--- src/rtl/raster_shrink_pkg.sv ---
package raster_shrink_pkg;

  localparam int SHR_PASS_W = 3;

  // pixel token carried down the pass pipeline
  typedef struct packed {
    logic                  vld;
    logic                  pix;
    logic                  top_edge;
    logic                  left_edge;
    logic [SHR_PASS_W-1:0] npass;
  } shr_tok_t;

  // one-sided erosion of a single pixel
  function automatic logic erode_px(input logic cur, input logic lft,
                                    input logic up, input logic upl,
                                    input logic top_edge, input logic left_edge);
    return cur & lft & up & upl & ~top_edge & ~left_edge;
  endfunction

  // rule length remaining after x passes, saturating at zero
  function automatic int adjusted_rule(input int m, input int x);
    if (x == 0) return m;
    if (m < x + 1) return 0;
    return m - 1 - x;
  endfunction

endpackage

--- src/rtl/raster_pos.sv ---
module raster_pos
  import raster_shrink_pkg::*;
#(
  parameter int IMG_W = 16,
  parameter int IMG_H = 12
) (
  input  logic                  clk,
  input  logic                  rst_n,
  input  logic                  in_valid,
  input  logic                  in_pix,
  input  logic [SHR_PASS_W-1:0] pass_cnt,
  output shr_tok_t              tok
);
  localparam int COL_W = (IMG_W > 1) ? $clog2(IMG_W) : 1;
  localparam int ROW_W = (IMG_H > 1) ? $clog2(IMG_H) : 1;
  localparam logic [COL_W-1:0] COL_LAST = COL_W'(IMG_W - 1);
  localparam logic [ROW_W-1:0] ROW_LAST = ROW_W'(IMG_H - 1);

  logic [COL_W-1:0]      col_q;
  logic [ROW_W-1:0]      row_q;
  logic [SHR_PASS_W-1:0] npass_hold;
  logic                  frame_start;

  assign frame_start = (col_q == '0) && (row_q == '0);

  always_ff @(posedge clk) begin
    if (!rst_n) begin
      col_q      <= '0;
      row_q      <= '0;
      npass_hold <= '0;
    end else if (in_valid) begin
      if (frame_start) npass_hold <= pass_cnt;
      if (col_q == COL_LAST) begin
        col_q <= '0;
        row_q <= (row_q == ROW_LAST) ? '0 : row_q + 1'b1;
      end else begin
        col_q <= col_q + 1'b1;
      end
    end
  end

  always_comb begin
    tok.vld       = in_valid;
    tok.pix       = in_pix;
    tok.top_edge  = (row_q == '0);
    tok.left_edge = (col_q == '0);
    tok.npass     = frame_start ? pass_cnt : npass_hold;
  end
endmodule

--- src/rtl/shrink_stage.sv ---
module shrink_stage
  import raster_shrink_pkg::*;
#(
  parameter int IMG_W = 16,
  parameter int IDX   = 0
) (
  input  logic     clk,
  input  logic     rst_n,
  input  shr_tok_t tin,
  output shr_tok_t tout
);
  // hist[k] holds the pixel that arrived k+1 valid beats ago
  logic [IMG_W:0] hist;
  logic           active;
  logic           eroded;

  assign active = int'(tin.npass) > IDX;
  assign eroded = erode_px(tin.pix, hist[0], hist[IMG_W-1], hist[IMG_W],
                           tin.top_edge, tin.left_edge);

  always_ff @(posedge clk) begin
    if (!rst_n) begin
      hist <= '0;
      tout <= '0;
    end else begin
      if (tin.vld) hist <= {hist[IMG_W-1:0], tin.pix};
      tout.vld       <= tin.vld;
      tout.pix       <= tin.vld & (active ? eroded : tin.pix);
      tout.top_edge  <= tin.top_edge;
      tout.left_edge <= tin.left_edge;
      tout.npass     <= tin.npass;
    end
  end
endmodule

--- src/rtl/raster_shrink.sv ---
module raster_shrink
  import raster_shrink_pkg::*;
#(
  parameter int IMG_W    = 16,
  parameter int IMG_H    = 12,
  parameter int MAX_PASS = 7,
  parameter int RULE_W   = 4,
  parameter int CHK_MAX  = 4
) (
  input  logic                  clk,
  input  logic                  rst_n,
  input  logic [SHR_PASS_W-1:0] pass_cnt,
  input  logic [RULE_W-1:0]     rule_len,
  input  logic                  in_valid,
  input  logic                  in_pix,
  output logic                  out_valid,
  output logic                  out_pix,
  output logic [RULE_W-1:0]     adj_rule,
  output logic                  rule_fits
);
  shr_tok_t tok [0:MAX_PASS];

  raster_pos #(.IMG_W(IMG_W), .IMG_H(IMG_H)) u_pos (
    .clk      (clk),
    .rst_n    (rst_n),
    .in_valid (in_valid),
    .in_pix   (in_pix),
    .pass_cnt (pass_cnt),
    .tok      (tok[0])
  );

  for (genvar g = 0; g < MAX_PASS; g++) begin : g_pass
    shrink_stage #(.IMG_W(IMG_W), .IDX(g)) u_stage (
      .clk   (clk),
      .rst_n (rst_n),
      .tin   (tok[g]),
      .tout  (tok[g+1])
    );
  end

  // named views of the last token for the checker
  logic                  out_first_row;
  logic                  out_first_col;
  logic [SHR_PASS_W-1:0] out_npass;

  assign out_first_row = tok[MAX_PASS].top_edge;
  assign out_first_col = tok[MAX_PASS].left_edge;
  assign out_npass     = tok[MAX_PASS].npass;
  assign out_valid     = tok[MAX_PASS].vld;
  assign out_pix       = tok[MAX_PASS].vld & tok[MAX_PASS].pix;

  assign adj_rule  = RULE_W'(adjusted_rule(int'(rule_len), int'(pass_cnt)));
  assign rule_fits = (adj_rule != '0) && (int'(adj_rule) <= CHK_MAX);
endmodule

--- config.mk ---
export PLATFORM = sky130hd
export DESIGN_NAME = raster_shrink
export DESIGN_NICKNAME = d
export VERILOG_FILES = /design/src/rtl/raster_shrink_pkg.sv /design/src/rtl/raster_pos.sv /design/src/rtl/shrink_stage.sv /design/src/rtl/raster_shrink.sv
export SDC_FILE = /design/constraint.sdc
export NUM_CORES = 1
export LEC_CHECK = 0
export CAP_MARGIN = 15
export CORE_AREA = 2 2 135 137
export DETAILED_ROUTE_END_ITERATION = 10
export DIE_AREA = 0 0 137 139
export HOLD_SLACK_MARGIN = 0.05
export PLACE_DENSITY_LB_ADDON = 0.25
export SLEW_MARGIN = 25
export SYNTH_ARGS = -nofsm -noshare
export SYNTH_HDL_FRONTEND = slang
export SYNTH_SLANG_ARGS = --single-unit
--- constraint.sdc ---
create_clock -name clk -period 1.7 [get_ports clk]
set_clock_uncertainty 0.05 [all_clocks]
set_input_delay 0.17 -clock clk [delete_from_list [all_inputs] [get_ports clk]]
set_output_delay 0.17 -clock clk [all_outputs]
set_load 0.03 [all_outputs]
# Yosys cells after proc, flatten, opt, wreduce, memory -nomap -nowiden
# Index checks and enable logic that the tools add are counted.
dict set report classes {
  addsub 5
  order_cmp 9
  eq_ne 2
  mux 17
  bitwise 57
  n_reduce_logical 7
}
# op count
set ops {}
lappend ops {{bitwise AND 1 bit} 43}
lappend ops {{2-to-1 mux 4 bit} 6}
lappend ops {{NOT 1 bit} 14}
lappend ops {{2-to-1 mux 1 bit} 10}
lappend ops {{> comparator 3 bit (second input constant)} 3}
lappend ops {{adder 4 x 1 -> 4 bit (second input constant)} 2}
lappend ops {{equality test 4 bit (second input constant)} 2}
lappend ops {{logical NOT 4 bit} 2}
lappend ops {{> comparator 3 x 1 -> 1 bit (second input constant)} 2}
lappend ops {{> comparator 3 x 2 -> 1 bit (second input constant)} 2}
lappend ops {{adder 3 x 1 -> 4 bit (second input constant)} 1}
lappend ops {{less-or-equal comparator 4 x 3 -> 1 bit (second input constant)} 1}
lappend ops {{< comparator 4 bit} 1}
lappend ops {{nonzero test 4 bit} 1}
lappend ops {{subtractor 4 x 1 -> 4 bit (second input constant)} 1}
lappend ops {{subtractor 4 bit} 1}
lappend ops {{logical NOT 3 bit} 1}
lappend ops {{2-to-1 mux 3 bit} 1}
lappend ops {{logical AND 1 bit} 2}
lappend ops {{AND reduction 2 bit} 1}
dict set report totals {
  regBits 174
  input_bits 11
  word_cells 139
}

# Depth between registers and ports, before layout
# Gate-level depths: netlist of the first run.
dict set report logic_depth {
  depth_word 8
  ltp_mapped 8
  depth_no_buf 8
}

# By module
# Synthesis of the first run repeated with hierarchy kept, for this count alone.
dict set report unflattened {
  cells_unflattened 622
  hier_area_um2 7001.7
}
# module n_inst cells_each area_per_inst_um2
set modules_own_cells {}
lappend modules_own_cells {{shrink_stage (g_pass[2].u_stage ...)} 2 73 863.3}
lappend modules_own_cells {{shrink_stage (g_pass[6].u_stage)} 1 72 868.3}
lappend modules_own_cells {{shrink_stage (g_pass[1].u_stage)} 1 72 865.8}
lappend modules_own_cells {{shrink_stage (g_pass[3].u_stage)} 1 72 858.3}
lappend modules_own_cells {{shrink_stage (g_pass[0].u_stage)} 1 73 857.1}
lappend modules_own_cells {{shrink_stage (g_pass[5].u_stage)} 1 71 854.6}
lappend modules_own_cells {raster_pos 1 74 638.1}
lappend modules_own_cells {raster_shrink 1 42 332.8}

# Worst setup path before layout of the first run
# OpenSTA, ideal clock, no wires.
dict set report synth_timing {
  kind {input-to-output}
  from {input port pass_cnt[0]}
  to {output port rule_fits}
  t_arrival_ps 1979
  required_time_ps 1480
  path_slack_ps -499
  path_stages 8
  n_path_buf 0
  cell_sequence {inv_1 -> ha_1 -> inv_1 -> fa_1 -> xnor2_1 -> mux2i_1 -> xor2_1 -> nor3b_1}
}
dict set report synth_via {
  elab_chain_cells 8
}
# element line
set synth_rtl {}
lappend synth_rtl {{start: declaration} raster_shrink.sv:12} ;# input logic [SHR_PASS_W-1:0] pass_cnt,
lappend synth_rtl {{adder 3 x 1 -> 4 bit} raster_shrink_pkg.sv:24} ;# if (m < x + 1) return 0;
lappend synth_rtl {{< comparator 4 bit} raster_shrink_pkg.sv:24}
lappend synth_rtl {{2-to-1 mux 1 bit (2 in a row)} raster_shrink_pkg.sv:24}
lappend synth_rtl {{2-to-1 mux 4 bit} raster_shrink_pkg.sv:25} ;# return m - 1 - x;
lappend synth_rtl {{2-to-1 mux 4 bit (*)} raster_shrink_pkg.sv:24}
lappend synth_rtl {{less-or-equal comparator 4 x 3 -> 1 bit or nonzero test 4 bit (tied branches)} raster_shrink.sv:53} ;# assign rule_fits = (adj_rule != '0) && (int'(adj_rule) <= CHK_MAX);
lappend synth_rtl {{logical AND 1 bit (*)} raster_shrink.sv:53}
lappend synth_rtl {{end: declaration} raster_shrink.sv:19} ;# output logic rule_fits
# Every way passes the cells marked *; elsewhere a longest branch is shown, timed or not. The select of a mux whose other input is x is not followed.

# Final worst setup path of the first run
# Ends and elaborated chain as after synthesis.

==> results.sh, run 1 <==
export IMPL_status="finished, violations left"
export IMPL_violations="setup timing"
export IMPL_cp_slowest_cell="fa_2"
export IMPL_coreArea_um2=17660
export IMPL_grt_pass1_wl_mm=17.66
export IMPL_cts_made_buffers=17
export IMPL_synth_seq_cells=174
export IMPL_area_growth_syn_to_layout_pct=19.82
export IMPL_via_per_inst=4.532
export IMPL_wl_met3_um=267
export IMPL_layout_nets=667
export IMPL_slew_viol_final=0
export IMPL_cp_max_fo=3
export IMPL_n_fill_cell=1657
export IMPL_required_ns=1.48
export IMPL_synth_distinct_cells=41
export IMPL_num_antenna_cells=0
export IMPL_syn_cell_area_um2=6699
export IMPL_finalWorstSetupSlack_ns=-0.2096
export IMPL_final_setup_viol_count=5
export IMPL_synth_nets=630
export IMPL_grt_max_degree=57
export IMPL_htreeDepth=4
export IMPL_fin_crit_ns=1.910
export IMPL_cts_sinks=174
export IMPL_ioPinCount=18
export IMPL_cellLeakagePower_nw=2.904
export IMPL_highest_layer="met4"
export IMPL_async_flop_share=0
export IMPL_critPathKind="in2out"
export IMPL_tritoncts="yes"
export IMPL_cpPeakStageDelay_ns=0.36
export IMPL_finalPower_mw=8.983
export IMPL_finalWirelength_mm=9.974
export IMPL_hold_violations=0
export IMPL_overflow=0
export IMPL_drive_above_1_share=0.1511
export IMPL_die_h_um=139
export IMPL_ys_flop_type="dfxtp_1"
export IMPL_drc=0
export IMPL_ir_drop_v=0.0008569
export IMPL_insertion_delay_ns=0.42
export IMPL_wl_met1_mm=4.591
export IMPL_final_core_util=0.4546
export IMPL_hold_class="in2reg"
export IMPL_clkSlewWorstSetupHoldPaths_ns=0.06
export IMPL_cts_root_buffer_cell="clkbuf_16"
export IMPL_wl_per_cell_um=11.28
export IMPL_drt_iter0_drc=157
export IMPL_synth_cells=605
export IMPL_ys_seq_area_frac=0.5200
export IMPL_vias=4006
export IMPL_ys_warn_count=0
export IMPL_r2r_slack_ns=0.15
export IMPL_wl_met2_mm=4.942
export IMPL_synth_edf_count=0
export IMPL_die_area_um2=19040
export IMPL_start_util=0.3794
export IMPL_placed_area_um2=7254
export IMPL_cts_hold_buf=0
export IMPL_grt_pass1_vias=4060
export IMPL_layout_cell_area_non_filler_um2=8026
export IMPL_gp_congestion=0.7975
export IMPL_drt_first_pass_iters=4
export IMPL_worstPathCellList="buf_12 > inv_12 > ha_4 > inv_2 > fa_2 > xnor2_2 > mux2i_1 > xor2_1 > nor3b_4 > buf_6"
export IMPL_critical_path_arrival_ns=1.69
export IMPL_startpoint_type="primary input"
export IMPL_ant_nets=0
export IMPL_antenna_found_initial=0
export IMPL_max_cap_viol_count=0
export IMPL_num_rows=49
export IMPL_fin_crit_sh=1.123
export IMPL_max_slew_worst_pin_slew_ns=0.5223
export IMPL_detailedPlacementHpwl_mm=6.498
export IMPL_avgSynthCellArea_um2=11.07
export IMPL_max_freq_ghz=0.5237
export IMPL_slew_headroom=0.6518
export IMPL_grtUsageTotal=0.1143
export IMPL_worstSetupEndpointType="output pin"
export IMPL_cts_buffer_depth=2
export IMPL_die_width_um=137
export IMPL_rsz0062_at_grt="true"
export IMPL_io_buffer_count=17
export IMPL_powerDensity_nw_per_um2=1119
[per-stage QoR]
step           std cells  hold slack, ns  setup slack [ns]  setup TNS [ns]
6_report             884          0.1245           -0.2096         -0.7513
5_1_grt              884          0.1372           -0.2823          -1.130
4_1_cts              880         0.09722           -0.1810         -0.7345
3_5_place_dp         847          0.3716           -0.8573          -4.026
3_3_place_gp         847          0.3650           -0.7810          -3.749
2_1_floorplan        605          0.2512          -0.09174         -0.3321
[path summary, 6_finish.rpt]
check	from	endpoint	depth (start not counted)
setup / recovery	pass_cnt[0]	rule_fits	10
hold / removal	pass_cnt[1]	u_pos.npass_hold[1]	4
hold reg to reg	g_pass[5].u_stage.tout[1]	g_pass[6].u_stage.tout[5]	1
setup reg to reg	u_pos.col_q[1]	u_pos.npass_hold[1]	6
[kinds of logic (layout without fill, tap and decap cells)]
group	after synthesis	count (layout)	synth area share
AO/OA/AOI/OAI	25	25	0.02615
flip-flops	174	174	0.5200
multiplexers	129	129	0.1928
adder cells (fa/ha/maj)	14	14	0.02727
XOR/XNOR	6	6	0.007845
AND/OR/NAND/NOR	210	210	0.1922
buffers and inverters	47	97	0.03381
[per-layer routing]
| metal | track usage | vias up |
|---|---|---|
| met1 | 0.1334 | 1862 |
| li1 | - | 2096 |
| met4 | 0.05372 | 0 |
| met2 | 0.1904 | 35 |
| met3 | 0.03399 | 13 |
| met5 | 0 | - |
[state kept, by name, summed over array words and instances (netlist names)]
register,count
u_pos.col_q,4
u_pos.npass_hold,3
g_pass.u_stage.hist,119
u_pos.row_q,4
g_pass.u_stage.tout,44
[synthesized netlist by cell type, types with 2 or more instances]
master | n | share of area
and2_1 | 36 | 0.034
a21oi_1 | 6 | 0.0045
a41oi_1 | 2 | 0.0026
o21ai_0 | 4 | 0.0030
nand3_1 | 4 | 0.0030
a211oi_1 | 3 | 0.0034
mux2i_1 | 129 | 0.19
ha_1 | 13 | 0.024
nand2_1 | 6 | 0.0034
dfxtp_1 | 174 | 0.52
nor4_1 | 2 | 0.0019
nor3_1 | 2 | 0.0015
xor2_1 | 2 | 0.0026
and3_1 | 5 | 0.0047
xnor2_1 | 4 | 0.0052
nor2b_1 | 130 | 0.12
nand4_1 | 5 | 0.0047
buf_2 | 10 | 0.0075
buf_6 | 3 | 0.0050
buf_4 | 4 | 0.0045
nor2_1 | 13 | 0.0073
clkbuf_1 | 17 | 0.0095
inv_1 | 13 | 0.0073
[layout by cell type, fill, tap and decap left out, types with 4 or more instances in the layout]
cell / n
buf_6: 5
dfxtp_1: 173
nand2_1: 6
inv_1: 10
mux2i_1: 129
buf_4: 35
clkbuf_16: 17
and3_1: 5
nor2b_1: 130
ha_1: 10
nand3_1: 4
and2_1: 36
nand4_1: 5
nor2_1: 11
a21oi_1: 5
bufinv_16: 5
[area by class of cell]
cell class / instances / area (µm²) / area share
Tap cell: 229 / 286.5 / 0.03570
Inverter: 13 / 61.31 / 0.007638
Timing Repair Buffer: 52 / 450.4 / 0.05612
Sequential cell: 174 / 3485 / 0.4341
Clock buffer: 22 / 464.2 / 0.05783
Clock inverter: 10 / 185.2 / 0.02307
Multi-Input combinational cell: 384 / 3094 / 0.3855
[what timing repair did]
item / 4_1_cts / 5_1_grt
endpoints found under the setup margin: 6 / 7
buffers inserted: 5 / 4
gates resized for setup: 42 / 7
pin swaps: 12 / 5
endpoints found under the hold margin: 0 / 0
cloned: 0 / 0
[worst max-delay path: cells and delay by family]
family | cells | cell delay (ns)
multiplexers | 1 | 0.21
buffers and inverters | 4 | 0.34
AND/OR/NAND/NOR | 1 | 0.20
XOR/XNOR | 2 | 0.29
adder cells (fa/ha/maj) | 2 | 0.48
[report_power, final]
group	switching (mW)	total (mW)	internal, mW	leakage (nW)
logic	0.300	0.631	0.331	1.18
registers	0.0240	4.15	4.12	1.41
clock network	1.52	4.20	2.69	0.314
total	1.84	8.98	7.14	2.90
(Power assumes the default switching activity.)
==> run 2, diff against run 1 <==
Settings changed: SETUP_SLACK_MARGIN set to 0.02.
==> results of run 2 <==
The final DEF is identical to that of run 1; final timing and power are the same.
==> run 3, diff against run 2 <==
Settings changed: REMOVE_ABC_BUFFERS set to 1.
==> results.sh, run 3 (synthesis results as in run 1) <==
export IMPL_drt_iter0_drc=156
export IMPL_largest_register_ffs=119
export IMPL_drive_above_1_share=0.1575
export IMPL_tritoncts="yes"
export IMPL_die_width_um=137
export IMPL_cp_max_fo=4
export IMPL_gp_congestion=0.7844
export IMPL_status="finished, violations left"
export IMPL_r2r_start="u_pos.col_q[0]"
export IMPL_required_ns=1.48
export IMPL_powerDensity_nw_per_um2=1092
export IMPL_layout_nets=667
export IMPL_final_cell_mix="173 x dfxtp_1, 130 x nor2b_1, 129 x mux2i_1"
export IMPL_via_per_inst=4.503
export IMPL_startpoint_type="primary input"
export IMPL_n_fill_cell=1656
export IMPL_max_slew_worst_pin_slew_ns=0.3659
export IMPL_reg_top3="g_pass.u_stage.hist: 119 flops, g_pass.u_stage.tout: 44 flops"
export IMPL_max_freq_ghz=0.5303
export IMPL_die_h_um=139
export IMPL_io_buffer_count=17
export IMPL_grt_max_degree=49
export IMPL_finalWorstSetupSlack_ns=-0.1857
export IMPL_die_area_um2=19040
export IMPL_cp_slowest_cell="ha_1"
export IMPL_grtUsageTotal=0.1097
export IMPL_clkSlewWorstSetupHoldPaths_ns=0.06
export IMPL_coreArea_um2=17660
export IMPL_antenna_found_initial=0
export IMPL_num_antenna_cells=0
export IMPL_max_cap_viol_count=0
export IMPL_cellLeakagePower_nw=2.880
export IMPL_critical_path_arrival_ns=1.67
export IMPL_ant_nets=0
export IMPL_grt_pass1_vias=3898
export IMPL_grt_pass1_wl_mm=16.91
export IMPL_worstSetupEndpointType="output pin"
export IMPL_drc=0
export IMPL_finalWirelength_mm=9.829
export IMPL_holdWs_ns=0.1155
export IMPL_ioPinCount=18
export IMPL_area_growth_syn_to_layout_pct=19.59
export IMPL_ir_drop_v=0.0006736
export IMPL_overflow=0
export IMPL_min_from="pass_cnt[1]"
export IMPL_worstPathCellList="clkdlybuf4s15_2 > ha_1 > a21o_1 > a211oi_2 > xnor2_1 > nor3b_2 > buf_4"
export IMPL_htreeDepth=4
export IMPL_drt_first_pass_iters=4
export IMPL_start_util=0.3794
export IMPL_fin_crit_ns=1.886
export IMPL_rsz0062_at_grt="true"
export IMPL_detailedPlacementHpwl_mm=6.365
export IMPL_placed_cells=845
export IMPL_vias=3976
export IMPL_fin_cells=883
export IMPL_hold_violations=0
export IMPL_hold_class="in2reg"
export IMPL_final_core_util=0.4537
export IMPL_cts_sinks=174
export IMPL_final_common_cell="dfxtp_1"
export IMPL_num_rows=49
export IMPL_slew_headroom=0.7554
export IMPL_final_setup_viol_count=5
export IMPL_regMostFlops="g_pass.u_stage.hist"
export IMPL_insertion_delay_ns=0.41
export IMPL_cts_root_buffer_cell="clkbuf_16"
export IMPL_slew_viol_final=0
export IMPL_fin_crit_sh=1.109
export IMPL_cts_hold_buf=0
export IMPL_wl_per_cell_um=11.13
export IMPL_critPathKind="in2out"
export IMPL_violations="setup timing"
export IMPL_cpPeakStageDelay_ns=0.27
export IMPL_cts_buffer_depth=2
export IMPL_setup_worst_path_start="rule_len[1]"
export IMPL_cts_made_buffers=17
-- run 3: metal layers --
layer	up-vias	GRT usage	routed length, µm
li1	2088	-	-
met1	1855	0.1237	4637
met2	29	0.1880	4852
met3	4	0.04167	283
met4	0	0.03744	56
met5	-	0	0
-- run 3: layout make-up --
class | instances | area, µm² | share of cell area
clock buffer | 20 | 456.7 | 0.05700
sequential | 174 | 3485 | 0.4350
inverter | 13 | 58.81 | 0.007340
multi-input combinational | 384 | 3107 | 0.3878
timing repair buffer | 52 | 454.2 | 0.05669
clock inverter | 11 | 163.9 | 0.02046
tap | 229 | 286.5 | 0.03576
-- run 3: report_power, final --
part           leakage, nW  internal, mW  switching [mW]  total [mW]
Clock                0.302          2.52            1.48        4.00
Sequential            1.41          4.12          0.0255        4.15
Combinational         1.17         0.307           0.286       0.593
-- run 3: path summary, 6_finish.rpt --
kind	slack, ns	endpoint	cells past startpoint
max reg2reg	0.10	g_pass[0].u_stage.tout[5]	6
max	-0.19	rule_fits	7
min reg2reg	0.38	g_pass[3].u_stage.tout[1]	1
min	0.12	u_pos.npass_hold[1]	4
-- run 3: worst max-delay path, delay by kind of cell --
kind | cells | cell delay [ns]
AOI/OAI and AO/OA | 2 | 0.46
xor gates and xnor gates | 1 | 0.18
adders and majority gates | 1 | 0.27
buffers and inverters | 2 | 0.40
and+or+nand+nor | 1 | 0.19
-- run 3: what timing repair did --
item,4_1_cts,5_1_grt
pin swaps,11,10
setup buffers,3,4
setup endpoints to repair,6,11
gates cloned,0,0
resized for setup,42,15
-- run 3: per-stage QoR --
step	power (mW)	worst slack [ns]	instance area (µm²)	TNS (ns)
2_1_floorplan	4.538	-0.4993	6521	-1.218
5_1_grt	9.106	-0.2584	8011	-0.9909
3_3_place_gp	4.748	-0.6916	7198	-3.256
4_1_cts	8.853	-0.2406	7904	-1.038
3_5_place_dp	4.760	-0.7234	7198	-3.503
6_report	8.746	-0.1857	8011	-0.6663
